<file path="config.mk">
export PLATFORM = sky130hd
export DESIGN_NAME = heatgrid_excite
export DESIGN_NICKNAME = d
export VERILOG_FILES = /design/src/rtl/heatgrid_pkg.sv /design/src/rtl/heat_scan_chain.sv /design/src/rtl/heat_excite_div.sv /design/src/rtl/heat_cell_decode.sv /design/src/rtl/heatgrid_excite.sv
export SDC_FILE = /design/constraint.sdc
export NUM_CORES = 1
export LEC_CHECK = 0
export CAP_MARGIN = 20
export CORE_MARGIN = 3
export CORE_UTILIZATION = 40
export DETAILED_ROUTE_END_ITERATION = 16
export PLACE_DENSITY = 0.62
export SYNTH_ARGS = -nofsm -noshare
export SYNTH_HDL_FRONTEND = slang
export SYNTH_HIERARCHICAL = 1
export SYNTH_SLANG_ARGS = --single-unit
</file>
<file path="constraint.sdc">
create_clock -name clk -period 4.63 [get_ports clk]
set_input_delay 1.389 -clock clk [delete_from_list [all_inputs] [get_ports clk]]
set_output_delay 1.389 -clock clk [all_outputs]
set_load 0.02 [all_outputs]
</file>
<file path="src/rtl/heatgrid_pkg.sv">
`timescale 1ns/1ps
package heatgrid_pkg;
    localparam int LVL_W = 3;
    localparam int GRP_W = 4;

    // level code to thermometer group enables; unused codes are off
    function automatic logic [GRP_W-1:0] lvl_groups(input logic [LVL_W-1:0] code);
        logic [GRP_W-1:0] g;
        case (code)
            3'd1:    g = 4'b0001;
            3'd2:    g = 4'b0011;
            3'd3:    g = 4'b0111;
            3'd4:    g = 4'b1111;
            default: g = 4'b0000;
        endcase
        return g;
    endfunction
endpackage

</file>
<file path="src/rtl/heat_scan_chain.sv">
`timescale 1ns/1ps
module heat_scan_chain #(
    parameter int LEN = 108
) (
    input  logic           clk,
    input  logic           rst_n,
    input  logic           shift_en,
    input  logic           ser_in,
    input  logic           upd,
    output logic           ser_out,
    output logic [LEN-1:0] held
);
    typedef struct packed {
        logic [LEN-1:0] sh;
        logic [LEN-1:0] hold;
    } chain_t;

    chain_t st_d, st_q;

    always_comb begin
        st_d = st_q;
        if (shift_en) st_d.sh = {st_q.sh[LEN-2:0], ser_in};
        if (upd)      st_d.hold = st_q.sh;
    end

    always_ff @(posedge clk or negedge rst_n) begin
        if (!rst_n) st_q <= '0;
        else        st_q <= st_d;
    end

    assign ser_out = st_q.sh[LEN-1];
    assign held    = st_q.hold;


    hold_stable_chk: assert property (@(posedge clk) disable iff (!rst_n)
        !upd |=> $stable(st_q.hold));


    shift_frozen_chk: assert property (@(posedge clk) disable iff (!rst_n)
        !shift_en |=> $stable(st_q.sh));
endmodule

</file>
<file path="src/rtl/heat_excite_div.sv">
`timescale 1ns/1ps
module heat_excite_div #(
    parameter int HP_W     = 24,
    parameter int DEF_HALF = 4
) (
    input  logic            clk,
    input  logic            rst_n,
    input  logic            dc_mode,
    input  logic [HP_W-1:0] half_in,
    output logic            gate
);
    typedef struct packed {
        logic [HP_W-1:0] cnt;
        logic [HP_W-1:0] half;
        logic            gate;
    } div_t;

    div_t st_d, st_q;
    logic [HP_W-1:0] half_ok;

    always_comb begin
        half_ok = (half_in == '0) ? HP_W'(1) : half_in;
        st_d = st_q;
        if (dc_mode) begin
            st_d.gate = 1'b1;
            st_d.cnt  = '0;
            st_d.half = half_ok;
        end else if (st_q.cnt == st_q.half - HP_W'(1)) begin
            st_d.gate = ~st_q.gate;
            st_d.cnt  = '0;
            st_d.half = half_ok;
        end else begin
            st_d.cnt = st_q.cnt + HP_W'(1);
        end
    end

    always_ff @(posedge clk or negedge rst_n) begin
        if (!rst_n) begin
            st_q.cnt  <= '0;
            st_q.half <= HP_W'(DEF_HALF);
            st_q.gate <= 1'b0;
        end else begin
            st_q <= st_d;
        end
    end

    assign gate = st_q.gate;


    cnt_in_range_chk: assert property (@(posedge clk) disable iff (!rst_n)
        st_q.cnt < st_q.half);


    half_nonzero_chk: assert property (@(posedge clk) disable iff (!rst_n)
        st_q.half != '0);


    half_hold_chk: assert property (@(posedge clk) disable iff (!rst_n)
        (!$past(dc_mode) && st_q.cnt != '0) |-> st_q.half == $past(st_q.half));


    dc_gate_chk: assert property (@(posedge clk) disable iff (!rst_n)
        dc_mode |=> st_q.gate);
endmodule

</file>
<file path="src/rtl/heat_cell_decode.sv">
`timescale 1ns/1ps
module heat_cell_decode
    import heatgrid_pkg::*;
#(
    parameter int CELLS = 36,
    parameter bit MULTI = 1'b1,
    parameter int CW    = 3,
    parameter int OW    = 4
) (
    input  logic [CELLS*CW-1:0] held,
    input  logic                gate,
    output logic [CELLS*OW-1:0] en
);
    for (genvar i = 0; i < CELLS; i++) begin : g_cell
        if (MULTI) begin : g_multi
            assign en[i*OW +: OW] = gate ? lvl_groups(held[i*CW +: LVL_W]) : '0;
        end else begin : g_bi
            assign en[i*OW +: OW] = held[i*CW +: CW] & {OW{gate}};
        end
    end
endmodule

</file>
<file path="src/rtl/heatgrid_excite.sv">
`timescale 1ns/1ps
module heatgrid_excite
    import heatgrid_pkg::*;
#(
    parameter int ROWS     = 6,
    parameter int COLS     = 6,
    parameter bit MULTI    = 1'b1,
    parameter int HP_W     = 24,
    parameter int DEF_HALF = 4,
    localparam int CELLS   = ROWS * COLS,
    localparam int CW      = MULTI ? LVL_W : 1,
    localparam int OW      = MULTI ? GRP_W : 1,
    localparam int LEN     = CELLS * CW
) (
    input  logic                clk,
    input  logic                rst_n,
    input  logic                scan_in,
    input  logic                scan_en,
    input  logic                scan_upd,
    input  logic                dc_mode,
    input  logic [HP_W-1:0]     half_period,
    output logic                scan_out,
    output logic                gate,
    output logic [CELLS*OW-1:0] cell_en
);
    logic [LEN-1:0] held_w;
    logic           gate_w;

    heat_scan_chain #(.LEN(LEN)) u_chain (
        .clk(clk), .rst_n(rst_n), .shift_en(scan_en), .ser_in(scan_in),
        .upd(scan_upd), .ser_out(scan_out), .held(held_w)
    );

    heat_excite_div #(.HP_W(HP_W), .DEF_HALF(DEF_HALF)) u_div (
        .clk(clk), .rst_n(rst_n), .dc_mode(dc_mode), .half_in(half_period),
        .gate(gate_w)
    );

    heat_cell_decode #(.CELLS(CELLS), .MULTI(MULTI), .CW(CW), .OW(OW)) u_dec (
        .held(held_w), .gate(gate_w), .en(cell_en)
    );

    assign gate = gate_w;


    gate_off_chk: assert property (@(posedge clk) disable iff (!rst_n)
        !gate |-> cell_en == '0);

    if (MULTI) begin : g_thermo
        for (genvar i = 0; i < CELLS; i++) begin : g_c

            thermo_chk: assert property (@(posedge clk) disable iff (!rst_n)
                (({1'b0, cell_en[i*OW +: OW]} + 5'd1) & {1'b0, cell_en[i*OW +: OW]}) == 5'd0);
        end
    end
endmodule

</file>
==> load_flow_metrics.sql <==
INSERT INTO impl_metrics (metric_group, metric, value, unit) VALUES
('drt', 'route.antenna.remaining_nets', '0', ''),
('synthesis', 'postSynthNetCount', '1148', ''),
('clocking', 'htree_num_levels', '1', ''),
('global_route', 'grt.busiest_layer', 'met2', ''),
('drt', 'wirelength', '26600', 'µm'),
('floorplanning', 'die_y', '194', 'µm'),
('critical_path', 'worst_path_max_delay_cell', 'dfrtp_4', ''),
('place', 'routabilityCongestion', '0.806', ''),
('global_route', 'first_global_vias', '8328', ''),
('floorplanning', 'number_of_core_rows', '68', ''),
('critical_path', 'element_type_at_the_critical_path_end', 'output port', ''),
('run', 'max_cap_violations', '0', ''),
('clocking', 'cts_resized', '0', ''),
('critical_path', 'critical_path.cell_chain', 'buf_4 -> and4bb_4 -> o21bai_1 -> clkdlybuf4s50_1', ''),
('clocking', 'clock_buffers_created_by_tritoncts', '28', ''),
('global_route', 'global_route.overflow_total', '0', ''),
('place', 'detailed_place.area', '15500', 'µm²'),
('critical_path', 'arrival', '2760', 'ps'),
('critical_path', 'critical_path.max_fanout', '53', ''),
('place', 'numPortBuffers', '175', ''),
('clocking', 'insertion_delay', '520', 'ps'),
('critical_path', 'critical_path.n_buffers_inverters', '2', ''),
('timing', 'worstMarginPinSlew', '778', 'ps'),
('global_route', 'antenna_violations_before_repair', '0', ''),
('finish', 'diodes', '0', ''),
('timing', 'timing.slew.headroom', '0.481', ''),
('timing', 'post-route-period-util', '0.896', ''),
('floorplanning', 'floorplan.core_area', '34700', 'µm²'),
('floorplanning', 'io-pin-count', '176', ''),
('synthesis', 'post_synth.cell_area_avg', '12.7', 'µm²'),
('critical_path', 'critPathRequiredTime', '3240', 'ps'),
('timing', 'hold_violations', '0', ''),
('finish', 'final_nets', '1210', ''),
('finish', 'mostFrequentLayoutCells', '263 x dfrtp_1, 177 x mux2_2, 172 x clkdlybuf4s50_1', ''),
('finish', 'layout-drive-gt1-share', '0.284', ''),
('global_route', 'first_pass_grt_wire_length', '44200', 'µm'),
('floorplanning', 'fp.dieW', '194', 'µm'),
('synthesis', 'synth_edf_count', '0', ''),
('clocking', 'post_cts.repair.setup_buffers', '0', ''),
('global_route', 'grt_use_met1', '0.192', ''),
('critical_path', 'worst_setup_path_start_kind', 'flip-flop', ''),
('global_route', 'grt_use_total', '0.137', ''),
('drt', 'post_drt_wl_per_cell', '16.1', 'µm'),
('pwr', 'p_per_area', '393', 'nW/µm²'),
('synthesis', 'ys_seq_elements', '265', ''),
('clocking', 'clock_root_buffer', 'clkbuf_16', ''),
('timing', 'timing.final.setup_violations', '0', ''),
('timing', 'report.final.slew_viol_count', '0', ''),
('finish', 'num-fill-cells', '3083', ''),
('floorplanning', 'floorplan.die_area', '37800', 'µm²'),
('timing', 'grt_setup_unrepaired', 'no', ''),
('floorplanning', 'initial_core_util', '0.409', ''),
('drt', 'remaining_routing_drc_violations', '0', ''),
('drt', 'initialDrtViolationCount', '358', ''),
('critical_path', 'cp_slowest_stage_delay', '780', 'ps'),
('pwr', 'total_leakage_power', '7.73', 'nW'),
('outcome', 'outcome', 'finished, final reports clean', ''),
('finish', 'final_design_area_no_fill', '16400', 'µm²'),
('timing', 'fin_setup_tns', '0', 'ps'),
('drt', 'num_vias', '8351', ''),
('global_route', 'grt_max_degree', '100', ''),
('place', 'place_hpwl', '18300', 'µm'),
('global_route', 'grt_use_met3', '0.0208', ''),
('timing', 'maxClockFrequency', '241', 'MHz'),
('finish', 'most_common_library_cell_in_the_layout_ignoring_fill_and_taps', 'dfrtp_1', ''),
('synthesis', 'syn-cell-area', '14200', 'µm²'),
('synthesis', 'yosys_warnings', '6', ''),
('clocking', 'hold_buffers', '0', ''),
('finish', 'syn_to_final_growth', '15.9', '%'),
('clocking', 'clock-sinks', '265', ''),
('critical_path', 'critPathKind', 'flip-flop to output port', '');
## registers in the layout (all words and copies together) (netlist names)
| register | flops |
|---|---|
| u_chain/held | 108 |
| u_chain/ser_out | 1 |
| u_chain/st_q | 107 |
| u_div/gate | 1 |
| u_div/st_q | 48 |
## final timing paths
| kind | end | slack, ps | depth (start not counted) | startpoint |
|---|---|---|---|---|
| worst max-delay path | cell_en[32] | 480 | 4 | u_div/gate |
| worst min-delay path | u_chain/held[38] | 520 | 1 | u_chain/st_q[146] |
| worst max register to register | u_div/st_q[4] | 1140 | 10 | u_div/st_q[1] |
| worst min register to register | u_chain/held[38] | 520 | 1 | u_chain/st_q[146] |
| max in group asynchronous | u_chain/st_q[155] | 2900 | 2 | rst_n |
| min in group asynchronous | u_chain/held[100] | 910 | 1 | rst_n |
## stage by stage
step	cells	power [W]	utilization	setup WS, ps	hold WS [ps]
finish	1652	0.00646	0.473	484	524
global route	1652	0.00679	0.473	313	542
floorplan	1116	0.00382	-	1850	482
global placement	1603	0.00428	0.447	1040	509
CTS	1652	0.00657	0.473	423	528
detailed placement	1603	0.00431	0.447	1000	511
## worst reg2reg max path, delay by kind of cell, from the launching register on
family | cells | cell delay (ps)
simple gates | 4 | 1530
flops | 1 | 420
buf+inv | 2 | 360
mux | 1 | 330
compound gates | 2 | 540
fa+ha+maj | 1 | 180
## synth_stat cells (all sizes together) (3+ instances only)
| cell | n | area share |
|---|---|---|
| a21o | 37 | 0.020 |
| a21oi | 3 | 0.0011 |
| a31o | 36 | 0.022 |
| and2 | 25 | 0.011 |
| and3 | 7 | 0.0031 |
| and4 | 5 | 0.0031 |
| and4bb | 36 | 0.041 |
| buf | 154 | 0.083 |
| dfrtp | 264 | 0.47 |
| inv | 3 | 0.00079 |
| mux2 | 240 | 0.21 |
| nand2 | 11 | 0.0029 |
| nand2b | 36 | 0.016 |
| nand3 | 11 | 0.0039 |
| nand4 | 6 | 0.0026 |
| nor2 | 46 | 0.012 |
| nor2b | 45 | 0.020 |
| nor3 | 6 | 0.0021 |
| nor4 | 16 | 0.0081 |
| o21ai | 7 | 0.0025 |
| o21bai | 36 | 0.019 |
| or3 | 3 | 0.0013 |
| or4 | 6 | 0.0032 |
| xnor2 | 35 | 0.022 |
| xor2 | 14 | 0.0086 |
## routing by layer
layer	routed length (µm)	vias up	share of wire
li1	-	4023	-
met1	12600	4153	0.47
met2	12600	142	0.47
met3	1020	33	0.038
met4	401	0	0.015
met5	0	-	0
## layout make-up
cell class                      count  area (µm²)  area share
Inverter                            3        11.3    0.000685
Multi-Input combinational cell    692        6360       0.387
Sequential cell                   265        6640       0.404
Timing Repair Buffer              188        1920       0.117
Clock inverter                      9        95.1     0.00579
Clock buffer                       40         837      0.0509
Tap cell                          455         569      0.0346
## report_power, final
| part | switching [W] | internal, W |
|---|---|---|
| logic | 0.000642 | 0.000806 |
| clock network | 0.000861 | 0.00136 |
| registers | 0.000233 | 0.00256 |
## kinds of logic after synthesis
family,share of synthesized area
DFF,0.468
muxes,0.209
AOI/OAI and AO/OA,0.0726
and+or+nand+nor,0.135
xor gates and xnor gates,0.0303
buffers and inverters,0.0845
adders and majority gates,0.00176
No activity file was read; power rests on OpenSTA's default activity.
